$ cat src/rtl/xpt_pkg.sv
package xpt_pkg;
    localparam int unsigned XPT_COLS = 8;
    localparam int unsigned XPT_ROWS = 4;
endpackage

$ cat src/rtl/xpt_addr_decode.sv
module xpt_addr_decode #(
    parameter int unsigned COLS = 8,
    parameter int unsigned ROWS = 4,
    localparam int unsigned COL_W = $clog2(COLS),
    localparam int unsigned ROW_W = $clog2(ROWS),
    localparam int unsigned CELLS = COLS * ROWS,
    localparam int unsigned IDX_W = $clog2(CELLS)
) (
    input  logic [COL_W-1:0] col_i,
    input  logic [ROW_W-1:0] row_i,
    input  logic             en_i,
    output logic [IDX_W-1:0] idx_o,
    output logic [CELLS-1:0] sel_o
);
    // linear index: row major, columns within a row
    assign idx_o = IDX_W'(row_i) * IDX_W'(COLS) + IDX_W'(col_i);

    for (genvar g = 0; g < CELLS; g++) begin : g_sel
        assign sel_o[g] = en_i && (idx_o == IDX_W'(g));
    end
endmodule

$ cat src/rtl/xpt_latch_bank.sv
module xpt_latch_bank #(
    parameter int unsigned CELLS = 32
) (
    input  logic             clk,
    input  logic             rst,
    input  logic [CELLS-1:0] sel_i,
    input  logic             din_i,
    output logic [CELLS-1:0] bits_o
);
    typedef struct packed {
        logic [CELLS-1:0] bits;
    } bank_t;

    bank_t bank_d, bank_q;

    always_comb begin
        bank_d = bank_q;
        for (int i = 0; i < CELLS; i++) begin
            if (sel_i[i]) begin
                bank_d.bits[i] = din_i;
            end
        end
    end

    always_ff @(posedge clk or posedge rst) begin
        if (rst) begin
            bank_q <= '0;
        end else begin
            bank_q <= bank_d;
        end
    end

    assign bits_o = bank_q.bits;
endmodule

$ cat src/rtl/xpt_ctrl_array.sv
module xpt_ctrl_array
    import xpt_pkg::*;
#(
    parameter int unsigned COLS = XPT_COLS,
    parameter int unsigned ROWS = XPT_ROWS,
    localparam int unsigned COL_W = $clog2(COLS),
    localparam int unsigned ROW_W = $clog2(ROWS),
    localparam int unsigned CELLS = COLS * ROWS,
    localparam int unsigned IDX_W = $clog2(CELLS)
) (
    input  logic             clk,
    input  logic             rst,
    input  logic [COL_W-1:0] col_addr,
    input  logic [ROW_W-1:0] row_addr,
    input  logic             wr_data,
    input  logic             chip_sel,
    input  logic             strobe,
    output logic [CELLS-1:0] sw_en
);
    logic             gate_open;
    logic [IDX_W-1:0] wr_idx;
    logic [CELLS-1:0] cell_sel;

    // latch enable: select AND strobe, then AND the decoded address
    assign gate_open = chip_sel & strobe;

    xpt_addr_decode #(.COLS(COLS), .ROWS(ROWS)) u_decode (
        .col_i (col_addr),
        .row_i (row_addr),
        .en_i  (gate_open),
        .idx_o (wr_idx),
        .sel_o (cell_sel)
    );

    xpt_latch_bank #(.CELLS(CELLS)) u_bank (
        .clk    (clk),
        .rst    (rst),
        .sel_i  (cell_sel),
        .din_i  (wr_data),
        .bits_o (sw_en)
    );

    // reset held across an edge leaves every bit cleared
    p_reset_clears_r1: assert property (@(posedge clk)
        (rst && $past(rst)) |-> (sw_en == '0));

    // written bit takes sampled data
    p_write_lands_r2: assert property (@(posedge clk) disable iff (rst)
        (chip_sel && strobe) |=> (((sw_en >> $past(wr_idx)) & CELLS'(1)) == CELLS'($past(wr_data))));

    // neighbours of the written bit untouched
    p_others_kept_r3: assert property (@(posedge clk) disable iff (rst)
        (chip_sel && strobe) |=> (((sw_en ^ $past(sw_en)) & ~(CELLS'(1) << $past(wr_idx))) == '0));

    // closed gate keeps the array still
    p_hold_when_closed_r4: assert property (@(posedge clk) disable iff (rst)
        !(chip_sel && strobe) |=> $stable(sw_en));
endmodule

$ cat config.mk
export PLATFORM = sky130hd
export DESIGN_NAME = xpt_ctrl_array
export DESIGN_NICKNAME = d
export VERILOG_FILES = /design/src/rtl/xpt_pkg.sv /design/src/rtl/xpt_addr_decode.sv /design/src/rtl/xpt_latch_bank.sv /design/src/rtl/xpt_ctrl_array.sv
export SDC_FILE = /design/constraint.sdc
export NUM_CORES = 1
export LEC_CHECK = 0
export BUFFER_PORTS_ARGS = -buffer_cell sky130_fd_sc_hd__buf_2
export CORE_UTILIZATION = 52
export CTS_CLUSTER_DIAMETER = 150
export DETAILED_ROUTE_END_ITERATION = 6
export GPL_ROUTABILITY_DRIVEN = 0
export GPL_TIMING_DRIVEN = 0
export HOLD_SLACK_MARGIN = 0.12
export PLACE_DENSITY = 0.79
export REMOVE_ABC_BUFFERS = 1
export SETUP_SLACK_MARGIN = 0.5
export SLEW_MARGIN = 10
export SYNTH_ARGS = -nofsm -noshare
export SYNTH_HDL_FRONTEND = slang
export SYNTH_SLANG_ARGS = --single-unit
$ cat constraint.sdc
create_clock -name clk -period 1 [get_ports clk]
set_input_delay 0.15 -clock clk [delete_from_list [all_inputs] [get_ports clk]]
set_output_delay 0.15 -clock clk [all_outputs]
set_load 0.1 [all_outputs]
==> flow_summary.json <==
{
  "status": "finished with violations",
  "violations": "hold timing, setup timing",
  "drt-initial-drc-count": 89,
  "synth_seq_area_share": 0.488,
  "fill_cells": 72,
  "syn-cell-area_mm2": 0.00164,
  "synth_top_area_cell": "dfrtp_1",
  "critPathTopFamily": "flip-flops",
  "path_cells": "buf_12",
  "tightest_slew_ns": 0.683,
  "port_buffers": 41,
  "initial_utilization": 0.542,
  "viasPerCell": 5.84,
  "syn_area_per_cell_um2": 12.9,
  "arrival_ns": 1.02,
  "final-hold-violation-count": 32,
  "nets": 197,
  "wire_per_inst_um": 23.7,
  "crit_buf_inv": 1,
  "cp_slowest_cell": "dfrtp_1",
  "largest_register_ffs": 32,
  "syn_to_final_growth_pct": 74.3,
  "path_clk_slew_ns": 0.12,
  "cts_max_path_buffers": 2,
  "die_y_um": 58.2,
  "num_vias": 1354,
  "dr.pass1.iters": 4,
  "report.final.setup_viol": 34,
  "htreeDepth": 2,
  "grt_pass1_vias": 1293,
  "slew_violations": 0,
  "die-area_mm2": 0.00339,
  "fp.dieW_um": 58.2,
  "num_io_pins": 42,
  "cp-end-kind": "primary output",
  "clock-sinks": 32,
  "place_hpwl_mm": 2.04,
  "final_antenna_net_count": 0,
  "antenna_cells": 0,
  "coreArea_mm2": 0.00303,
  "critical-path-max-stage-delay_ns": 0.45,
  "power.switching_uw": 2390,
  "p_int_uw": 2940,
  "required_ns": 0.85,
  "holdWs_ns": -0.118,
  "worstHoldPathType": "input pin to asynchronous set/reset pin",
  "path_max_fanout": 2,
  "grt_max_degree": 33,
  "antenna_found_initial": 0,
  "setup_tns_ns": -3.94,
  "power_frac_clock": 0.158,
  "grt_overflow": 0,
  "yosys_warnings": 0,
  "netlist_instances": 127,
  "top_layer": "met4",
  "p_per_area_mw_per_mm2": 1860,
  "totalPowerFinal_uw": 5330,
  "wl_mm": 5.49,
  "seq_power_share": 0.317,
  "min_period_ns": 1.17,
  "p_leak_uw": 0.00130,
  "ir_worst_vdd_v": 0.00166,
  "yosys.area.top_type_share": 0.488,
  "cts_buffers": 5,
  "grtUsageTotal": 0.269,
  "wl_met2_mm": 2.92,
  "swShare": 0.448,
  "relSlewSlack": 0.543,
  "synth.area.top_cells": "dfrtp_1 (49%), mux2_1 (19%), mux2_4 (4.6%)",
  "maxCapViolCount": 0,
  "async_flop_share": 1.00,
  "route.met3.wl_um": 385,
  "rows": 20,
  "clk_latency_ns": 0.36,
  "finalInstanceArea_mm2": 0.00286,
  "synth_cell_types": 24,
  "cp-start-kind": "register",
  "wl_met1_mm": 2.05,
  "cts_tree": "done",
  "dpl_worst_slack_ns": -0.344,
  "drcViolationCount": 0,
  "comb_power_share": 0.525,
  "rsz0062_at_grt": "yes",
  "fin_crit_sh": 1.17,
  "crit_type": "register to primary output",
  "grt_pass1_wl_mm": 6.66,
  "finClkSkew_ns": 0,
  "synth_seq_cells": 32,
  "place_area_mm2": 0.00182,
  "fin_util": 0.945,
  "root_buffer": "clkbuf_4",
  "postLayoutSetupSlackWorst_ns": -0.169,
  "fmax_ghz": 0.856,
  "drive_above_1_share": 0.676,
  "synthFlopType": "dfrtp_1",
  "synth-edff-count": 0
}
## layout make-up
type | count | area, um2 | area share
Multi-Input combinational cell | 83 | 965 | 0.337
Clock buffer | 8 | 58.8 | 0.0206
Timing Repair Buffer | 64 | 975 | 0.341
Inverter | 1 | 7.51 | 0.00262
Sequential cell | 32 | 801 | 0.280
Tap cell | 44 | 55.1 | 0.0192
## power by group through the flow
stage	combinational (uW)	sequential, uW	clock (uW)
4_1_cts	2580	1660	769
6_report	2800	1690	841
3_5_place_dp	1800	1580	0
2_1_floorplan	211	2830	0
5_1_grt	2860	1700	885
3_3_place_gp	1780	1560	0
## synthesized netlist by cell type (2+ instances only)
master    instances
nand4b_1          5
nor2_1            9
mux2_4            5
nand2_1          14
nor4_2            4
nor4b_4           2
buf_2             2
dfrtp_1          32
clkbuf_1          3
buf_4             2
mux2_1           27
buf_6             4
and4bb_1          2
nor3_1            4
nand4_1           3
## through the flow
stage | hold slack (ns) | instances
global placement | 0.468 | 201
floorplan | 0.266 | 116
CTS | -0.0816 | 218
detailed placement | 0.471 | 201
global route | -0.0700 | 232
finish | -0.118 | 232
## per-layer routing
layer	up-vias	GRT usage
met2	84	0.448
met3	17	0.0737
met4	0	0.0884
met1	682	0.338
met5	-	0
li1	571	-
## worst paths after layout
| path | startpoint | end | slack, ns | cells after the start |
|---|---|---|---|---|
| min in group clk | col_addr[2] | u_bank.bits_o[8] | 0.23 | 4 |
| setup / recovery | u_bank.bits_o[4] | sw_en[4] | -0.17 | 1 |
| hold / removal | rst | u_bank.bits_o[2] | -0.12 | 2 |
| setup reg to reg | u_bank.bits_o[1] | u_bank.bits_o[1] | -0.05 | 3 |
| hold reg to reg | u_bank.bits_o[28] | u_bank.bits_o[28] | 0.60 | 1 |
| max in group asynchronous | rst | u_bank.bits_o[27] | 0.71 | 2 |
## what timing repair did
item,CTS,global route
buffers inserted,9,14
pin swaps,6,0
endpoints found under the hold margin,32,32
setup endpoints to repair,96,64
gates resized for setup,192,18
## cell families (layout without fill, tap and decap cells)
logic type / count (synthesis) / in the layout / share of synthesized area
and+or+nand+nor: 51 / 51 / 0.229
muxes: 32 / 32 / 0.231
DFF: 32 / 32 / 0.488
buffers and inverters: 12 / 73 / 0.0518
## layout by cell type, fill, tap and decap left out
cell type,count
clkinvlp_4,1
nor3_2,3
clkbuf_8,1
buf_2,2
and3_2,1
nor3_4,1
nor2_1,5
buf_6,15
dfrtp_1,32
nand3b_4,1
nand4b_1,5
nand4_1,3
nor4_4,5
buf_4,10
buf_8,4
buf_12,33
and4bb_1,2
clkbuf_1,2
mux2_4,32
nand2_1,12
nand2b_4,2
clkbuf_4,5
and4bb_2,1
nand3_4,1
nor4b_4,2
and3b_2,1
nor2_2,4
nand2_2,2
(Power assumes the default switching activity.)
